### config.mk
export PLATFORM = sky130hd
export DESIGN_NAME = bfc_flush_ctrl
export DESIGN_NICKNAME = d
export VERILOG_FILES = /design/src/rtl/bfc_pkg.sv /design/src/rtl/bfc_resolve.sv /design/src/rtl/bfc_pc_gen.sv /design/src/rtl/bfc_valid_track.sv /design/src/rtl/bfc_miss_count.sv /design/src/rtl/bfc_flush_ctrl.sv
export SDC_FILE = /design/constraint.sdc
export NUM_CORES = 1
export LEC_CHECK = 0
export BUFFER_PORTS_ARGS = -buffer_cell sky130_fd_sc_hd__buf_2
export CORE_MARGIN = 10
export CORE_UTILIZATION = 30
export CTS_BUF_LIST = sky130_fd_sc_hd__clkbuf_2 sky130_fd_sc_hd__clkbuf_4 sky130_fd_sc_hd__clkbuf_8
export DETAILED_ROUTE_END_ITERATION = 8
export HOLD_SLACK_MARGIN = 0.06
export MAX_ROUTING_LAYER = met4
export PLACE_DENSITY = 0.67
export SKIP_LAST_GASP = 1
export SYNTH_ARGS = -nofsm -noshare
export SYNTH_HDL_FRONTEND = slang
export SYNTH_SLANG_ARGS = --single-unit
### constraint.sdc
create_clock -name clk -period 1.9 [get_ports clk]
set_clock_uncertainty 0.05 [all_clocks]
set_input_delay 0.19 -clock clk [delete_from_list [all_inputs] [get_ports clk]]
set_output_delay 0.19 -clock clk [all_outputs]
set_load 0.1 [all_outputs]
### src/rtl/bfc_pkg.sv
package bfc_pkg;

  typedef enum logic [1:0] {
    PCSEL_SEQ      = 2'd0,
    PCSEL_HOLD     = 2'd1,
    PCSEL_REDIRECT = 2'd2
  } pc_sel_e;

endpackage

### src/rtl/bfc_resolve.sv
module bfc_resolve
  import bfc_pkg::*;
(
  input  logic    br_valid,
  input  logic    br_taken,
  input  logic    ex_live,
  input  logic    stall,
  output logic    redirect,
  output pc_sel_e pc_sel
);

  always_comb begin
    redirect = br_valid & br_taken & ex_live;
    if (redirect)
      pc_sel = PCSEL_REDIRECT;
    else if (stall)
      pc_sel = PCSEL_HOLD;
    else
      pc_sel = PCSEL_SEQ;
  end

endmodule

### src/rtl/bfc_pc_gen.sv
module bfc_pc_gen
  import bfc_pkg::*;
#(
  parameter int AW   = 32,
  parameter int STEP = 4
) (
  input  logic          clk,
  input  logic          rst,
  input  pc_sel_e       pc_sel,
  input  logic [AW-1:0] target,
  output logic [AW-1:0] pc_q,
  output logic [AW-1:0] pc_next
);

  localparam logic [AW-1:0] STEP_V = AW'(STEP);

  always_comb begin
    unique case (pc_sel)
      PCSEL_REDIRECT: pc_next = target;
      PCSEL_HOLD:     pc_next = pc_q;
      default:        pc_next = pc_q + STEP_V;
    endcase
  end

  always_ff @(posedge clk) begin
    if (rst)
      pc_q <= '0;
    else
      pc_q <= pc_next;
  end

endmodule

### src/rtl/bfc_valid_track.sv
module bfc_valid_track (
  input  logic clk,
  input  logic rst,
  input  logic redirect,
  input  logic stall,
  output logic ifid_v,
  output logic idex_v
);

  always_ff @(posedge clk) begin
    if (rst || redirect) begin
      ifid_v <= 1'b0;
      idex_v <= 1'b0;
    end else if (stall) begin
      idex_v <= 1'b0;
    end else begin
      ifid_v <= 1'b1;
      idex_v <= ifid_v;
    end
  end

endmodule

### src/rtl/bfc_miss_count.sv
module bfc_miss_count #(
  parameter int CNT_W = 8
) (
  input  logic             clk,
  input  logic             rst,
  input  logic             inc,
  output logic [CNT_W-1:0] count
);

  localparam logic [CNT_W-1:0] CNT_MAX = {CNT_W{1'b1}};

  always_ff @(posedge clk) begin
    if (rst)
      count <= '0;
    else if (inc && count != CNT_MAX)
      count <= count + 1'b1;
  end

endmodule

### src/rtl/bfc_flush_ctrl.sv
module bfc_flush_ctrl
  import bfc_pkg::*;
#(
  parameter int AW    = 32,
  parameter int STEP  = 4,
  parameter int CNT_W = 8
) (
  input  logic             clk,
  input  logic             rst,
  input  logic             stall_i,
  input  logic             ex_br_valid_i,
  input  logic             ex_br_taken_i,
  input  logic [AW-1:0]    ex_br_target_i,
  output logic [AW-1:0]    fetch_pc_o,
  output logic [AW-1:0]    pc_next_o,
  output logic             flush_ifid_o,
  output logic             flush_idex_o,
  output logic             ifid_valid_o,
  output logic             idex_valid_o,
  output logic [CNT_W-1:0] miss_count_o
);

  logic    redirect;
  pc_sel_e pc_sel;

  bfc_resolve u_resolve (
    .br_valid (ex_br_valid_i),
    .br_taken (ex_br_taken_i),
    .ex_live  (idex_valid_o),
    .stall    (stall_i),
    .redirect (redirect),
    .pc_sel   (pc_sel)
  );

  bfc_pc_gen #(.AW(AW), .STEP(STEP)) u_pc (
    .clk     (clk),
    .rst     (rst),
    .pc_sel  (pc_sel),
    .target  (ex_br_target_i),
    .pc_q    (fetch_pc_o),
    .pc_next (pc_next_o)
  );

  bfc_valid_track u_valid (
    .clk      (clk),
    .rst      (rst),
    .redirect (redirect),
    .stall    (stall_i),
    .ifid_v   (ifid_valid_o),
    .idex_v   (idex_valid_o)
  );

  bfc_miss_count #(.CNT_W(CNT_W)) u_cnt (
    .clk   (clk),
    .rst   (rst),
    .inc   (redirect),
    .count (miss_count_o)
  );

  assign flush_ifid_o = redirect;
  assign flush_idex_o = redirect;

endmodule

==> results of run 1 <==
logic make-up after synthesis:
| logic type | Yosys count | synth area share |
|---|---|---|
| simple gates | 148 | 0.334 |
| fa+ha+maj | 2 | 0.0105 |
| flops | 42 | 0.352 |
| compound gates | 53 | 0.138 |
| mux | 2 | 0.00838 |
| buf+inv | 22 | 0.0398 |
| xor+xnor | 32 | 0.117 |
cell type report:
type	instances	area (um^2)
Clock buffer	8	91.3
Timing Repair Buffer	168	1580
Inverter	5	22.5
Multi-Input combinational cell	237	2140
Tap cell	102	128
Fill cell	613	2820
Sequential cell	42	946
sequential cells by signal, summed over array words and instances (netlist names):
| name | count |
|---|---|
| u_pc.pc_q | 32 |
| u_valid.ifid_v | 1 |
| u_cnt.count | 8 |
| u_valid.idex_v | 1 |
through the flow:
stage               hold WS [ns]  utilization
CTS                       0.0980        0.601
finish                     0.104        0.636
global placement           0.400        0.555
detailed placement         0.400        0.555
global route               0.122        0.636
floorplan                  0.286            -
power groups by stage:
stage | Combinational (uW) | Sequential (uW) | Clock [uW]
2_1_floorplan | 384 | 1080 | 0
3_3_place_gp | 788 | 921 | 0
3_5_place_dp | 792 | 923 | 0
4_1_cts | 804 | 903 | 628
5_1_grt | 846 | 908 | 676
6_report | 814 | 905 | 615
worst paths after layout:
kind | slack (ns) | cells after the start | start | endpoint
worst max-delay path | -0.36 | 6 | u_pc.pc_q[21] | pc_next_o[29]
worst min-delay path | 0.10 | 3 | ex_br_target_i[30] | u_pc.pc_q[30]
worst min register to register | 0.46 | 1 | u_valid.ifid_v | u_valid.idex_v
worst max register to register | 0.03 | 8 | u_pc.pc_q[6] | u_pc.pc_q[16]
routing by layer:
| metal | share of wire | up-vias |
|---|---|---|
| li1 | - | 1387 |
| met1 | 0.42 | 1350 |
| met2 | 0.50 | 102 |
| met3 | 0.075 | 5 |
| met4 | 0.0043 | 0 |
| met5 | 0 | - |
layout by cell type, fill, tap and decap left out, types with 12 or more instances in the layout:
cell type / instances
sky130_fd_sc_hd__dfxtp_4: 23
sky130_fd_sc_hd__nand2_1: 24
sky130_fd_sc_hd__dfxtp_2: 15
sky130_fd_sc_hd__a211oi_1: 14
sky130_fd_sc_hd__buf_2: 78
sky130_fd_sc_hd__buf_12: 36
sky130_fd_sc_hd__nor2_1: 36
sky130_fd_sc_hd__a21oi_4: 17
sky130_fd_sc_hd__buf_6: 12
sky130_fd_sc_hd__nand4_1: 15
sky130_fd_sc_hd__buf_4: 41
timing repair:
item | 4_1_cts | 5_1_grt
hold buffers | 0 | 0
endpoints found under the hold margin | 0 | 0
setup buffers | 12 | 15
pin swaps | 29 | 25
endpoints found under the setup margin | 31 | 31
cloned | 0 | 1
resized for setup | 38 | 24
worst min-delay path, cell delays in order:
cell                       delay [ns]
sky130_fd_sc_hd__buf_2           0.09
sky130_fd_sc_hd__nand3b_1        0.07
sky130_fd_sc_hd__o31ai_1         0.06
==> metrics.json, run 1 <==
{
  "worstSkewPairLatency_ns": 0.29,
  "grt_remaining_overflow": 0,
  "busiest_metal_layer_after_global_routing": "met2",
  "count_of_antenna_violating_nets_left_after_detailed_routing": 0,
  "htree_num_levels": 2,
  "power-per-cell-area_mw_per_mm2": 475,
  "grt_pass1_vias": 2847,
  "violations": "setup timing",
  "totalNegativeSetupSlack_ns": -5.60,
  "syn-mean-instance-area_um2": 7.94,
  "cts-root-buf": "sky130_fd_sc_hd__clkbuf_8",
  "p_comb_frac": 0.349,
  "synth_ff_type": "sky130_fd_sc_hd__dfxtp_1",
  "initial_utilization": 0.309,
  "slew_viol_final": 0,
  "post-route-worst-setup-slack_ns": -0.362,
  "drc_violations_left": 0,
  "cp_top_family": "simple AND/OR/NAND/NOR gates",
  "nNetsFinal": 498,
  "run_status": "finished with violations",
  "power.clock.fraction": 0.264,
  "placementRows": 32,
  "synthArstFlopShare": 0,
  "placed_cell_area_mm2": 0.00429,
  "ir_worst_vdd_uv": 441,
  "post-place-ws_ns": -0.0169,
  "port-buffer-count": 112,
  "finalSetupViolations": 25,
  "largest_net_degree_at_the_start_of_global_routing": 44,
  "synth.lib_cells_used.distinct": 42,
  "worstHoldPathType": "primary input to flip-flop",
  "timing.critical_path.slowest_cell_delay_ns": 0.42,
  "dpl.hpwl_um": 6870,
  "synthDominantAreaCellType": "sky130_fd_sc_hd__dfxtp_1",
  "post-place-cells": 531,
  "dieWidth_um": 109,
  "numClockSinks": 42,
  "die_h_um": 109,
  "post-synth-top-count-cell": "sky130_fd_sc_hd__nor2_1",
  "grtUsageMet2": 0.249,
  "report.final.hold_viol_count": 0,
  "synth_sequential_area_ratio": 0.352,
  "globalRouteTotalUtil": 0.154,
  "sequentialPowerShare": 0.388,
  "grt_setup_unrepaired": "true",
  "cells_after_synthesis": 301,
  "total_switching_power_uw": 887,
  "setup.worst_path.end_class": "primary output",
  "cpMaxStageDelayCell": "sky130_fd_sc_hd__dfxtp_4",
  "layout.cells.non_filler": 562,
  "postRouteWirelength_um": 9510,
  "synth.cells.most_frequent": "46 x sky130_fd_sc_hd__nor2_1, 42 x sky130_fd_sc_hd__dfxtp_1, 30 x sky130_fd_sc_hd__nand2_1",
  "worst-path-buf-inv": 1,
  "num_io_pins": 113,
  "final_cell_area_mm2": 0.00491,
  "share_of_cells_above_drive_strength_1": 0.650,
  "syn_area_mm2": 0.00239,
  "vias_per_cell": 5.06,
  "synth_to_layout_area_growth_pct": 106,
  "ys_top_cells_by_area": "sky130_fd_sc_hd__dfxtp_1 35%, sky130_fd_sc_hd__nor2_1 7.2%, sky130_fd_sc_hd__xor2_1 7.0%, sky130_fd_sc_hd__xnor2_1 4.8%, sky130_fd_sc_hd__nand2_1 4.7%",
  "maxCapViolCount": 0,
  "worstSetupStartpointType": "flip-flop",
  "synth-edff-count": 0,
  "cts.clk_slew.worst_paths_ns": 0.08,
  "relSlewSlack": 0.632,
  "antenna_found_initial": 0,
  "groute.layer.met1.usage": 0.189,
  "grt_pass1_wl_um": 14400,
  "design.core.area_mm2": 0.00773,
  "firstDrtPassIters": 4,
  "via_count": 2844,
  "critical_path_arrival_ns": 2.02,
  "max_freq_mhz": 442,
  "dr.first_iter.drc_count": 61,
  "cts-root-to-sink-buffers": 2,
  "crit_required_ns": 1.66,
  "final_antenna_diode_count": 0,
  "p_int_uw": 1450,
  "cts_tree": "done",
  "globalRouteMet3Util": 0.0437,
  "numCtsBuffers": 5,
  "routed_length_per_instance_um": 16.9,
  "post-synth-top-area-fraction": 0.352,
  "final.period_utilization": 1.19,
  "synth_warnings": 0,
  "crit_type": "flip-flop to primary output",
  "tightestPinTransition_ns": 0.551,
  "crit_fanout": 8,
  "dieArea_mm2": 0.0119,
  "place_congestion": 0.806,
  "power.share.switching": 0.380,
  "design_power_total_uw": 2330,
  "p_leak_uw": 0.00207,
  "postSynthNetCount": 340,
  "postSynthRegisterBits": 42,
  "timing.critical_path.cells": "and4_1 -> nand3_1 -> nor4_1 -> nand4_1 -> nand3_4 -> buf_12",
  "post-route-min-period_ns": 2.26
}
Power figures use the tool's default switching activity.
==> run 2, diff against run 1 <==
--- a/config.mk
+++ b/config.mk
@@ -13,6 +13,7 @@
 export HOLD_SLACK_MARGIN = 0.06
 export MAX_ROUTING_LAYER = met4
 export PLACE_DENSITY = 0.67
+export SKIP_CTS_REPAIR_TIMING = 1
 export SKIP_LAST_GASP = 1
 export SYNTH_ARGS = -nofsm -noshare
 export SYNTH_HDL_FRONTEND = slang
==> metrics.json, run 2 (synthesized netlist as in run 1, its figures left out) <==
{
  "post-route-util": {"value": 0.607, "change": "-0.0285"},
  "cts-root-buf": "sky130_fd_sc_hd__clkbuf_8",
  "leading_cell_types_in_the_layout_fill_and_taps_excluded": "78 x sky130_fd_sc_hd__buf_2, 36 x sky130_fd_sc_hd__buf_12, 36 x sky130_fd_sc_hd__buf_4, 35 x sky130_fd_sc_hd__nor2_1, 25 x sky130_fd_sc_hd__nand2_1",
  "violations": "setup timing",
  "crit_required": {"value": 1.66, "unit": "ns", "change": "about the same"},
  "crit_fanout": {"value": 5, "change": "-3"},
  "largest_registers": "u_pc.pc_q (32), u_cnt.count (8)",
  "layout.cells.non_filler": {"value": 548, "change": "-2.5%"},
  "dr.first_iter.drc_count": {"value": 68, "change": "+11%"},
  "numCtsBuffers": {"value": 5, "change": "unchanged"},
  "worstSkewPairLatency": {"value": 0.29, "unit": "ns", "change": "about the same"},
  "number_of_flip_flops_in_the_largest_register": {"value": 32, "change": "unchanged"},
  "crit_type": "flip-flop to primary output",
  "die_h": {"value": 109, "unit": "um", "change": "unchanged"},
  "final_cell_area": {"value": 0.00469, "unit": "mm^2", "change": "-4.5%"},
  "power.clock.fraction": {"value": 0.262, "change": "-0.002"},
  "relSlewSlack": {"value": 0.631, "change": "-0.00130"},
  "power.share.switching": {"value": 0.377, "change": "-0.00271"},
  "n_fill_cell": {"value": 647, "change": "+5.5%"},
  "grt_pass1_vias": {"value": 2754, "change": "-3.3%"},
  "groute.layer.met1.usage": {"value": 0.182, "change": "-0.00688"},
  "cp_top_family": "simple AND/OR/NAND/NOR gates",
  "maxCapViolCount": {"value": 0, "change": "unchanged"},
  "ir_worst_vdd": {"value": 439, "unit": "uV", "change": "-0.39%"},
  "grt_pass1_wl": {"value": 13700, "unit": "um", "change": "-4.7%"},
  "share_of_cells_above_drive_strength_1": {"value": 0.626, "change": "-0.0244"},
  "tightestPinTransition": {"value": 0.553, "unit": "ns", "change": "+0.00195 ns"},
  "run_status": "finished with violations",
  "grt_setup_unrepaired": "true",
  "synth_to_layout_area_growth_pct": 96.4,
  "cts_tree": "done",
  "design.core.area": {"value": 0.00773, "unit": "mm^2", "change": "unchanged"},
  "dpl.hpwl": {"value": 6870, "unit": "um", "change": "unchanged"},
  "setup.worst_path.end_class": "primary output",
  "largest_net_degree_at_the_start_of_global_routing": {"value": 44, "change": "unchanged"},
  "dieArea": {"value": 0.0119, "unit": "mm^2", "change": "unchanged"},
  "total_switching_power": {"value": 872, "unit": "uW", "change": "-1.7%"},
  "htree_num_levels": {"value": 2, "change": "unchanged"},
  "post-route-min-period": {"value": 2.22, "unit": "ns", "change": "-0.0427 ns"},
  "cpMaxStageDelayCell": "sky130_fd_sc_hd__dfxtp_4",
  "cts-root-to-sink-buffers": {"value": 2, "change": "unchanged"},
  "firstDrtPassIters": {"value": 4, "change": "unchanged"},
  "p_leak": {"value": 0.00196, "unit": "uW", "change": "-5.6%"},
  "slew_viol_final": {"value": 0, "change": "unchanged"},
  "p_comb_frac": {"value": 0.346, "change": "-0.003"},
  "grt_remaining_overflow": {"value": 0, "change": "unchanged"},
  "max_freq": {"value": 451, "unit": "MHz", "change": "+1.9%"},
  "power-per-cell-area": {"value": 492, "unit": "mW/mm^2", "change": "+3.6%"},
  "final_antenna_diode_count": {"value": 0, "change": "unchanged"},
  "busiest_metal_layer_after_global_routing": "met2",
  "largest_register": "u_pc.pc_q",
  "final.period_utilization": {"value": 1.17, "change": "-0.0225"},
  "drc_violations_left": {"value": 0, "change": "unchanged"},
  "layout_commonest_cell": "sky130_fd_sc_hd__buf_2",
  "grtUsageMet2": {"value": 0.231, "change": "-0.0184"},
  "port-buffer-count": {"value": 112, "change": "unchanged"},
  "numClockSinks": {"value": 42, "change": "unchanged"},
  "nNetsFinal": {"value": 484, "change": "-2.8%"},
  "timing.critical_path.cells": "nand4_1 -> nor3_4 -> buf_6 -> and3_4 -> buf_4 -> a2bb2oi_4 -> nand3_4 -> buf_12",
  "sequentialPowerShare": {"value": 0.392, "change": "+0.004"},
  "p_int": {"value": 1440, "unit": "uW", "change": "-0.60%"},
  "vias_per_cell": {"value": 4.98, "change": "-1.7%"},
  "dieWidth": {"value": 109, "unit": "um", "change": "unchanged"},
  "worstHoldPathType": "primary input to flip-flop",
  "place_congestion": {"value": 0.806, "change": "unchanged"},
  "routed_length_per_instance": {"value": 16.4, "unit": "um", "change": "-3.3%"},
  "critical_path_arrival": {"value": 1.98, "unit": "ns", "change": "-0.04 ns"},
  "worst-path-buf-inv": {"value": 3, "change": "+2"},
  "initial_utilization": {"value": 0.309, "change": "unchanged"},
  "placed_cell_area": {"value": 0.00429, "unit": "mm^2", "change": "unchanged"},
  "antenna_found_initial": {"value": 0, "change": "unchanged"},
  "globalRouteTotalUtil": {"value": 0.146, "change": "-0.00782"},
  "count_of_antenna_violating_nets_left_after_detailed_routing": {"value": 0, "change": "unchanged"},
  "post-route-worst-setup-slack": {"value": -0.319, "unit": "ns", "change": "+0.0427 ns"},
  "cts.clk_slew.worst_paths": {"value": 0.08, "unit": "ns", "change": "about the same"},
  "finalSetupViolations": {"value": 23, "change": "-8.0%"},
  "placementRows": {"value": 32, "change": "unchanged"},
  "worstSetupStartpointType": "flip-flop",
  "postRouteWirelength": {"value": 8970, "unit": "um", "change": "-5.7%"},
  "timing.critical_path.slowest_cell_delay": {"value": 0.38, "unit": "ns", "change": "-0.04 ns"},
  "post-place-cells": {"value": 531, "change": "unchanged"},
  "report.final.hold_viol_count": {"value": 0, "change": "unchanged"},
  "via_count": {"value": 2727, "change": "-4.1%"},
  "num_io_pins": {"value": 113, "change": "unchanged"},
  "globalRouteMet3Util": {"value": 0.0437, "change": "unchanged"}
}
run 2: tightest hold or removal path, delay by kind of cell:
kind | cells | cell delay [ns]
simple gates | 1 | 0.07
compound gates | 1 | 0.06
buf+inv | 1 | 0.09
run 2: per-stage QoR:
step | total power, uW | TNS (ns) | setup WS, ns | hold WS [ns]
3_5_place_dp | 1720 | -0.0169 | -0.0169 | 0.400
6_report | 2310 | -4.93 | -0.319 | 0.105
3_3_place_gp | 1710 | -0.00634 | -0.00457 | 0.400
5_1_grt | 2410 | -7.78 | -0.448 | 0.122
4_1_cts | 2320 | -6.03 | -0.349 | 0.0980
2_1_floorplan | 1460 | -8.15 | -0.495 | 0.286
run 2: layer usage:
layer	share of wire	vias up
li1	-	1356
met1	0.43	1281
met2	0.49	90
met3	0.080	0
met4	0	0
met5	0	-
run 2: cell type report:
cell class	count	area, um^2	share of cell area
Clock buffer	8	91.3	0.0195
Inverter	5	22.5	0.00480
Multi-Input combinational cell	237	2060	0.440
Sequential cell	42	946	0.202
Tap cell	102	128	0.0272
Timing Repair Buffer	154	1440	0.307
run 2: final timing paths:
kind | start | to | slack (ns) | depth (start not counted)
min reg2reg | u_valid.ifid_v | u_valid.idex_v | 0.45 | 1
min | ex_br_target_i[30] | u_pc.pc_q[30] | 0.10 | 3
max | u_pc.pc_q[6] | pc_next_o[29] | -0.32 | 8
max reg2reg | u_pc.pc_q[8] | u_pc.pc_q[16] | 0.14 | 6
run 2: power by group through the flow:
stage                     Combinational, uW  Sequential, uW  Clock (uW)
after global placement                  788             921           0
after detailed placement                792             923           0
after floorplan                         384            1080           0
final                                   799             904         606
after CTS                               794             902         628
after global routing                    832             908         675
